==> src/rtl/pcseq_pkg.sv <==
// Shared types for the program counter sequencer.
// Assumes only one load source is chosen per cycle.
package pcseq_pkg;
    typedef enum logic [2:0] {
        SEL_HOLD,
        SEL_INC,
        SEL_PCL,
        SEL_BRANCH,
        SEL_RET,
        SEL_VEC
    } pc_sel_e;
endpackage

==> src/rtl/pcseq_sel.sv <==
// Priority decode of the control strobes into one load source and stack action.
// Assumes the strobes are sampled in the cycle they apply; the order is fixed.
module pcseq_sel
    import pcseq_pkg::*;
(
    input  logic    inc_i,
    input  logic    jump_i,
    input  logic    call_i,
    input  logic    ret_i,
    input  logic    vec_i,
    input  logic    pcl_wr_i,
    output pc_sel_e sel_o,
    output logic    push_o,
    output logic    pop_o,
    output logic    load_o
);
    // pick the highest-priority strobe: vector, return, call, jump, pcl write, step
    always_comb begin
        sel_o  = SEL_HOLD;
        push_o = 1'b0;
        pop_o  = 1'b0;
        if (vec_i) begin
            sel_o  = SEL_VEC;
            push_o = 1'b1;
        end else if (ret_i) begin
            sel_o = SEL_RET;
            pop_o = 1'b1;
        end else if (call_i) begin
            sel_o  = SEL_BRANCH;
            push_o = 1'b1;
        end else if (jump_i) begin
            sel_o = SEL_BRANCH;
        end else if (pcl_wr_i) begin
            sel_o = SEL_PCL;
        end else if (inc_i) begin
            sel_o = SEL_INC;
        end
    end

    // any source other than hold or step discards the fetched instruction
    always_comb load_o = (sel_o != SEL_HOLD) && (sel_o != SEL_INC);
endmodule

==> src/rtl/pcseq_stack.sv <==
// Ring-buffer return stack with no full or empty detection.
// Assumes push and pop are never requested in the same cycle.
module pcseq_stack #(
    parameter int DEPTH = 8,
    parameter int W     = 13
) (
    input  logic         clk,
    input  logic         rst_n,
    input  logic         push_i,
    input  logic         pop_i,
    input  logic [W-1:0] din_i,
    output logic [W-1:0] top_o
);
    localparam int PTR_W = (DEPTH > 1) ? $clog2(DEPTH) : 1;
    localparam logic [PTR_W-1:0] LAST = PTR_W'(DEPTH - 1);

    logic [PTR_W-1:0] wr_ptr;
    logic [PTR_W-1:0] rd_ptr;
    logic [W-1:0]     mem [DEPTH];

    // index of the most recent entry, wrapping below zero
    always_comb rd_ptr = (wr_ptr == '0) ? LAST : wr_ptr - 1'b1;

    // advance on push, retreat on pop, both modulo DEPTH
    always_ff @(posedge clk) begin
        if (!rst_n)
            wr_ptr <= '0;
        else if (push_i)
            wr_ptr <= (wr_ptr == LAST) ? '0 : wr_ptr + 1'b1;
        else if (pop_i)
            wr_ptr <= rd_ptr;
    end

    for (genvar g = 0; g < DEPTH; g++) begin : g_entry
        // store the pushed address in the slot under the write pointer
        always_ff @(posedge clk) begin
            if (!rst_n)
                mem[g] <= '0;
            else if (push_i && (wr_ptr == PTR_W'(g)))
                mem[g] <= din_i;
        end
    end

    // present the entry a pop would return
    always_comb top_o = mem[rd_ptr];
endmodule

==> src/rtl/pcseq_next.sv <==
// Next-counter multiplexer with page composition and address masking.
// Assumes the page register is at least as wide as the counter's upper byte.
module pcseq_next
    import pcseq_pkg::*;
#(
    parameter int PC_W      = 13,
    parameter int PAGE_W    = 5,
    parameter int TGT_W     = 11,
    parameter int DATA_W    = 8,
    parameter int ADDR_BITS = 12,
    parameter int VEC_ADDR  = 4
) (
    input  pc_sel_e           sel_i,
    input  logic [PC_W-1:0]   pc_i,
    input  logic [PAGE_W-1:0] page_i,
    input  logic [TGT_W-1:0]  target_i,
    input  logic [DATA_W-1:0] alu_i,
    input  logic [PC_W-1:0]   stack_i,
    output logic [PC_W-1:0]   pc_o
);
    localparam int HI_PCL = PC_W - DATA_W;
    localparam int HI_BR  = PC_W - TGT_W;
    localparam logic [PC_W-1:0] MASK =
        (ADDR_BITS >= PC_W) ? {PC_W{1'b1}} : PC_W'((64'd1 << ADDR_BITS) - 64'd1);

    logic [PC_W-1:0] raw;

    // form the unmasked address for the chosen source
    always_comb begin
        unique case (sel_i)
            SEL_INC:    raw = pc_i + 1'b1;
            SEL_PCL:    raw = {page_i[HI_PCL-1:0], alu_i};
            SEL_BRANCH: raw = {page_i[HI_PCL-1 -: HI_BR], target_i};
            SEL_RET:    raw = stack_i;
            SEL_VEC:    raw = PC_W'(VEC_ADDR);
            default:    raw = pc_i;
        endcase
    end

    // fold the address into the implemented memory
    always_comb pc_o = raw & MASK;
endmodule

==> src/rtl/pcseq_top.sv <==
// Program sequencing unit: counter, page register, return stack, flush strobe.
// Assumes strobes come from instruction decode, one instruction per cycle.
module pcseq_top
    import pcseq_pkg::*;
#(
    parameter int PC_W      = 13,
    parameter int PAGE_W    = 5,
    parameter int TGT_W     = 11,
    parameter int DATA_W    = 8,
    parameter int STK_DEPTH = 8,
    parameter int ADDR_BITS = 12,
    parameter int VEC_ADDR  = 4
) (
    input  logic              clk,
    input  logic              rst_n,
    input  logic              inc_i,
    input  logic              jump_i,
    input  logic              call_i,
    input  logic              ret_i,
    input  logic              vec_i,
    input  logic              pcl_wr_i,
    input  logic              page_wr_i,
    input  logic [TGT_W-1:0]  target_i,
    input  logic [DATA_W-1:0] alu_i,
    output logic [PC_W-1:0]   pc_o,
    output logic [PAGE_W-1:0] page_o,
    output logic              flush_o
);
    pc_sel_e         sel;
    logic            push, pop, load;
    logic [PC_W-1:0] stack_top;
    logic [PC_W-1:0] pc_nxt;
    logic [PC_W-1:0] pc_q;
    logic [PAGE_W-1:0] page_q;
    logic            flush_q;

    pcseq_sel u_sel (
        .inc_i(inc_i), .jump_i(jump_i), .call_i(call_i), .ret_i(ret_i),
        .vec_i(vec_i), .pcl_wr_i(pcl_wr_i),
        .sel_o(sel), .push_o(push), .pop_o(pop), .load_o(load)
    );

    pcseq_stack #(.DEPTH(STK_DEPTH), .W(PC_W)) u_stack (
        .clk(clk), .rst_n(rst_n), .push_i(push), .pop_i(pop),
        .din_i(pc_q), .top_o(stack_top)
    );

    pcseq_next #(
        .PC_W(PC_W), .PAGE_W(PAGE_W), .TGT_W(TGT_W), .DATA_W(DATA_W),
        .ADDR_BITS(ADDR_BITS), .VEC_ADDR(VEC_ADDR)
    ) u_next (
        .sel_i(sel), .pc_i(pc_q), .page_i(page_q), .target_i(target_i),
        .alu_i(alu_i), .stack_i(stack_top), .pc_o(pc_nxt)
    );

    // counter register
    always_ff @(posedge clk) begin
        if (!rst_n) pc_q <= '0;
        else        pc_q <= pc_nxt;
    end

    // page register, written only by its own strobe
    always_ff @(posedge clk) begin
        if (!rst_n)         page_q <= '0;
        else if (page_wr_i) page_q <= alu_i[PAGE_W-1:0];
    end

    // one-cycle flush following any non-sequential load
    always_ff @(posedge clk) begin
        if (!rst_n) flush_q <= 1'b0;
        else        flush_q <= load;
    end

    assign pc_o    = pc_q;
    assign page_o  = page_q;
    assign flush_o = flush_q;
endmodule

==> config.mk <==
export PLATFORM = sky130hd
export DESIGN_NAME = pcseq_top
export DESIGN_NICKNAME = d
export VERILOG_FILES = /design/src/rtl/pcseq_pkg.sv /design/src/rtl/pcseq_sel.sv /design/src/rtl/pcseq_stack.sv /design/src/rtl/pcseq_next.sv /design/src/rtl/pcseq_top.sv
export SDC_FILE = /design/constraint.sdc
export NUM_CORES = 1
export LEC_CHECK = 0
export ABC_CLOCK_PERIOD_IN_PS = 3200
export BUFFER_PORTS_ARGS = -buffer_cell sky130_fd_sc_hd__buf_4
export CAP_MARGIN = 20
export CORE_ASPECT_RATIO = 1.75
export CORE_MARGIN = 3
export CORE_UTILIZATION = 60
export CTS_CLUSTER_DIAMETER = 40
export DETAILED_ROUTE_END_ITERATION = 16
export PLACE_DENSITY = 0.78
export SYNTH_ARGS = -nofsm -noshare
export SYNTH_HDL_FRONTEND = slang
export SYNTH_SLANG_ARGS = --single-unit
==> constraint.sdc <==
create_clock -name clk -period 3.2 [get_ports clk]
set_clock_uncertainty 0.05 [all_clocks]
set_input_delay 0.32 -clock clk [delete_from_list [all_inputs] [get_ports clk]]
set_output_delay 0.32 -clock clk [all_outputs]
set_load 0.01 [all_outputs]
Word-level counts from Yosys, hierarchy flattened
Memory sizes are Yosys's and may differ from the RTL's.
Index checks and enable logic that the tools add are counted.
- bits in registers: 21
- input port bits: 28
- bits in read-only memories: 0
- memory bits (writable): 96
- memories kept: 1
- bits in latches: 0
- output and inout port bits: 19
- $lt $le $gt $ge: 0
- eq/ne operators: 13
- $mul: 0
- bitwise gates (word level): 8
- reduce and logical (&&, ||, !) cells: 13
- divide/modulo/power cells: 0
- add/sub/neg operators: 3
- shift operators: 0
- multiplexer cells: 49
- memories (memory ; depth ; width ; read ports ; clocked after memory_dff ; wr ports ; RTL line ; RTL):
    u_stack.mem ; 8 ; 12 ; 1 ; 0 ; 8 ; pcseq_stack.sv:19 ; logic [W-1:0] mem [DEPTH];
- operators with widths (cell ; number):
    two-way mux 12 bit ; 8
    one-hot mux 12 bit (5 select lines) ; 1
    two-way mux 1 bit ; 31
    two-way mux 3 bit ; 9
    equality test 3 bit (second input constant) ; 6
    adder 12 x 1 -> 12 bit (second input constant) ; 1
    equality test 3 x 2 -> 1 bit (second input constant) ; 4
    logical AND 1 bit ; 9
    OR 1 bit ; 8
    equality test 3 x 1 -> 1 bit (second input constant) ; 2
    nonzero test 5 bit ; 1
    adder 3 x 1 -> 3 bit (second input constant) ; 1
    zero test 3 bit ; 1
    inequality test 3 x 1 -> 1 bit (second input constant) ; 1
    nonzero test 3 bit ; 1
    subtractor 3 x 1 -> 3 bit (second input constant) ; 1
    nonzero test 2 bit ; 1

Depth between registers and ports, before layout
- depth in word-level cells: 8
- gate-level depth with buffers: 11
- mapped depth without buffers: 7

Cells and area by module
A second synthesis with hierarchy kept.
- cells, all modules: 590
- area total of the unflattened synthesis: 6582.6 um^2
- by module, submodules not included (module ; cells each ; times used ; sequential area each (um^2) ; area an instance (um^2)):
    pcseq_stack ; 410 ; 1 ; 3183.1 ; 5198.7
    pcseq_next ; 125 ; 1 ; 0.0 ; 726.9
    pcseq_top ; 45 ; 1 ; 380.4 ; 585.6
    pcseq_sel ; 10 ; 1 ; 0.0 ; 71.3

Worst setup path before layout
OpenSTA, ideal clock, no wires.
- kind: reg2reg
- start point: register u_stack.wr_ptr[0]
- end point: memory u_stack.mem[0][0] (netlist bit), enable pin
- data required time: 2752 ps
- data arrival time: 2319 ps
- setup time: 398 ps
- period minus slack after synthesis: 2767 ps
- setup slack: 433 ps
- stages on the path, launching flop included: 9
- cell sequence: dfxtp_1 > buf_2 > inv_1 > ha_1 > nand2b_1 > buf_6 > buf_2 > buf_2 > o21ai_0
- RTL lines (item ; RTL line ; RTL):
    from (decl) ; pcseq_stack.sv:17 ; logic [PTR_W-1:0] wr_ptr;
    from (signal assigned) ; pcseq_stack.sv:29 ; wr_ptr <= (wr_ptr == LAST) ? '0 : wr_ptr + 1'b1;
    from (signal assigned) ; pcseq_stack.sv:31 ; wr_ptr <= rd_ptr;
    to (decl) ; pcseq_stack.sv:19 ;

Worst setup path after layout
- start point: register u_stack.wr_ptr[1]
- end point: register pc_q[8], in the netlist pc_o[8]
- cells in the longest elaborated chain, start to end: 4
- RTL lines (item ; RTL line ; RTL):
    subtractor 3 x 1 -> 3 bit / zero test 3 bit (equally long branches) ; pcseq_stack.sv:22 ; always_comb rd_ptr = (wr_ptr == '0) ? LAST : wr_ptr - 1'b1;
    two-way mux 3 bit (*) ; pcseq_stack.sv:22 ;
    memory read (8 x 12 bit) (*) ; -- ;
    one-hot mux 12 bit (5 select lines) (*) ; pcseq_next.sv:30 ; unique case (sel_i)
    to (signal assigned) ; pcseq_top.sv:59 ; else pc_q <= pc_nxt;
    to (decl) ; pcseq_top.sv:33 ; logic [PC_W-1:0] pc_q;
Mark *: on every way between the ends. The rest lies on a longest branch, timed or not.
A chain may end at the register's enable or synchronous reset.

==> flow_metrics.env <==
export IMPL_result_of_the_run="finished clean"
export IMPL_global_route_wire_length_before_repair_um=28800
export IMPL_hold_viol_final=0
export IMPL_finalSetupViolCount=0
export IMPL_initialDrtViolationCount=484
export IMPL_multi_input_area_um2=2650
export IMPL_netlist_instances=601
export IMPL_floorplan_initialDensity_pct=62.4
export IMPL_final_fill_count=736
export IMPL_postSynthRegisterBits=117
export IMPL_floorplan_die_area_um2=11700
export IMPL_routedWlPerCell_um=24.2
export IMPL_cts_htree_levels=4
export IMPL_rows=48
export IMPL_max_freq_mhz=403
export IMPL_buffer_ports_inserted=45
export IMPL_firstDrtPassIters=5
export IMPL_grt_antenna_before_repair=0
export IMPL_worstPathBufferInverterCount=1
export IMPL_synth_cell_types=59
export IMPL_ir_drop_mv=0.656
export IMPL_number_of_enable_flip_flop_cells_after_synthesis=96
export IMPL_count_of_final_max_slew_check_failures=0
export IMPL_insertedDiodeCount=0
export IMPL_syn_nets=637
export IMPL_maxCapViolations=0
export IMPL_flow_area_growth_from_synthesis_pct=16.7
export IMPL_ff_latch_area_um2=3300
export IMPL_final_estimated_routing_congestion_in_global_placement=1.02
export IMPL_dieHeight_um=141
export IMPL_dpl_hpwl_um=13200
export IMPL_cts_hold_buffers=0
export IMPL_num_vias=4951
export IMPL_cts_repair_resized=0
export IMPL_start_kind="register"
export IMPL_timing_setup_tns_ns=0
export IMPL_tightestPinTransition_ns=0.808
export IMPL_ctsLongestPathBuffers=2
export IMPL_critical_path_max_stage_delay_ns=0.48
export IMPL_grt_max_degree=69
export IMPL_global_route_usage_total_pct=33.1
export IMPL_cts_tree="done"
export IMPL_grt_overflow=0
export IMPL_static_leakage_power_nw=2.89
export IMPL_worstPathCellList="inv_1 > ha_1 > or3_4 > a21oi_2 > o211ai_1 > o211a_1 > a211oi_2"
export IMPL_share_of_layout_cells_above_drive_strength_1_pct=17.0
export IMPL_cp_top_family="compound AO/OA/AOI/OAI gates"
export IMPL_ys_flop_type="edfxtp_1"
export IMPL_rsz_0062_raised_after_global_routing="false"
export IMPL_pin_count=47
export IMPL_detail_route_drc_violations=0
export IMPL_tritoncts_num_buffers=17
export IMPL_worstSetupPathType="reg -> reg"
export IMPL_core_um2=10000
export IMPL_via_count_of_the_first_global_routing_pass=5120
export IMPL_yosysWarningCount=0
export IMPL_timing_critical_path_arrival_ns=2.76
export IMPL_post_synth_instance_area_um2=6250
export IMPL_worstSetupEndpointType="register"
export IMPL_worst_endpoint_required_ns=3.48
export IMPL_timing_slew_headroom_pct=46.1
export IMPL_synthesis_area_per_instance_um2=10.4
export IMPL_route_detailed_vias_per_inst=6.40
export IMPL_post_layout_net_count=671
export IMPL_die_width_um=83.2
export IMPL_clock_root_buffer="clkbuf_16"
export IMPL_synth_async_reset_ratio_pct=0
export IMPL_power_density_nw_per_um2=626
export IMPL_insertion_delay_ns=0.42
export IMPL_critPathSlowestCell="a21oi_2"
export IMPL_final_antenna_net_count=0
export IMPL_path_clk_slew_ns=0.06
export IMPL_routed_wirelength_um=18700
export IMPL_fin_crit_ns=2.48
export IMPL_timing_critical_path_fanout_max=14
export IMPL_cts_sinks=117
export IMPL_whs_ns=0.0982
export IMPL_cts_setup_buffers=0
export IMPL_path_class_of_the_lowest_slack_min_delay_path="in -> reg"
export IMPL_part_of_the_yosys_area_used_for_sequential_elements_pct=52.8
export IMPL_final_min_period_over_clock_period_pct=77.6
-- sequential cells by signal, summed over array words and instances, names as in the netlist --
| register | flops |
|---|---|
| u_stack.mem | 96 |
| pc_o | 12 |
| page_o | 5 |
| u_stack.wr_ptr | 3 |
| flush_o | 1 |
-- area by class of cell --
type,count,area share (%)
timing repair buffer,67,6.94
sequential,117,45.3
clock inverter,10,2.13
tap,125,2.14
clock buffer,22,6.22
inverter,18,0.926
multi-input combinational,414,36.4
-- power by group --
part           total [W]  internal [W]  leakage (nW)  switching, W
registers        0.00182       0.00175          1.17     0.0000675
clock network    0.00198       0.00132         0.296      0.000661
logic           0.000772      0.000270          1.42      0.000502
total            0.00457       0.00334          2.89       0.00123
-- per-layer routing --
metal	vias up	GRT usage, %	wire [µm]
met1	2358	36.0	6610
met2	271	56.4	9520
met3	79	6.67	1140
met4	0	25.0	1430
li1	2243	-	-
met5	-	0	0
-- logic make-up (layout without fill, tap and decap cells) --
| kind of cell | count (synthesis) | count (layout) | share of synthesized area [%] |
|---|---|---|---|
| and+or+nand+nor | 244 | 244 | 21.2 |
| AOI/OAI and AO/OA | 121 | 121 | 13.3 |
| DFF | 117 | 117 | 52.8 |
| buffers and inverters | 70 | 117 | 4.82 |
| muxes | 31 | 31 | 5.00 |
| xor gates and xnor gates | 9 | 9 | 1.26 |
| adders and majority gates | 8 | 8 | 1.60 |
| other | 1 | 1 | 0.0600 |
-- path summary, 6_finish.rpt --
| path | start | end | slack (ns) | cells after the start |
|---|---|---|---|---|
| setup / recovery | u_stack.wr_ptr[1] | pc_o[8] | 0.72 | 7 |
| hold / removal | alu_i[3] | page_o[3] | 0.1 | 3 |
| setup reg to reg | u_stack.wr_ptr[1] | pc_o[8] | 0.72 | 7 |
| hold reg to reg | page_o[4] | page_o[4] | 0.46 | 2 |
-- layout by cell type (no fill, tap or decap), types with 7 or more instances in the layout --
cell / instances
nand2_1: 30
nor2_1: 63
and2_1: 81
ha_1: 8
o21ai_0: 9
and3_1: 17
nand3_1: 9
nand3b_1: 7
dfxtp_1: 20
mux2i_1: 29
o211ai_1: 23
a21oi_1: 25
a31oi_1: 20
buf_4: 66
edfxtp_1: 96
clkbuf_16: 17
nor3_1: 8
inv_1: 17
-- tightest hold or removal path, delay by kind of cell --
family,cells,cell delay (ns)
buffers and inverters,1,0.08
AND/OR/NAND/NOR,1,0.07
multiplexers,1,0.05
-- cells in the mapped netlist, types with 3 or more instances --
cell,instances,area (µm²)
dfxtp_1,21,420
mux2i_1,29,290
o21ai_0,12,60.1
nor3b_1,3,22.5
buf_2,13,65.1
nor3_1,8,40.0
and2_1,81,507
a21oi_1,25,125
nor4_1,4,25.0
o211a_1,3,30.0
nand2_1,30,113
nand4_1,3,18.8
inv_1,17,63.8
a211oi_1,5,37.5
nor2_1,63,236
o2111ai_1,4,35.0
edfxtp_1,96,2880
a31oi_1,20,125
nor2b_1,4,25.0
ha_1,8,100
nand2b_1,4,25.0
nand3b_1,7,52.6
nand3_1,9,45.0
xnor2_1,6,52.6
and3_1,17,106
o211ai_1,23,173
o22ai_1,4,25.0
xor2_1,3,26.3
clkbuf_1,33,124
a22oi_1,4,30.0
-- stage by stage --
step / instance area, µm² / util, % / total power, W / worst slack [ns] / std cells
2_1_floorplan: 6250 / - / 0.00232 / 0.433 / 601
3_3_place_gp: 6680 / 66.6 / 0.00258 / 0.885 / 740
3_5_place_dp: 6690 / 66.7 / 0.00259 / 0.772 / 741
4_1_cts: 7300 / 72.8 / 0.00455 / 0.721 / 773
5_1_grt: 7300 / 72.8 / 0.00470 / 0.604 / 773
6_report: 7300 / 72.8 / 0.00457 / 0.716 / 773
Note: power is estimated with default switching activity, not from simulation.
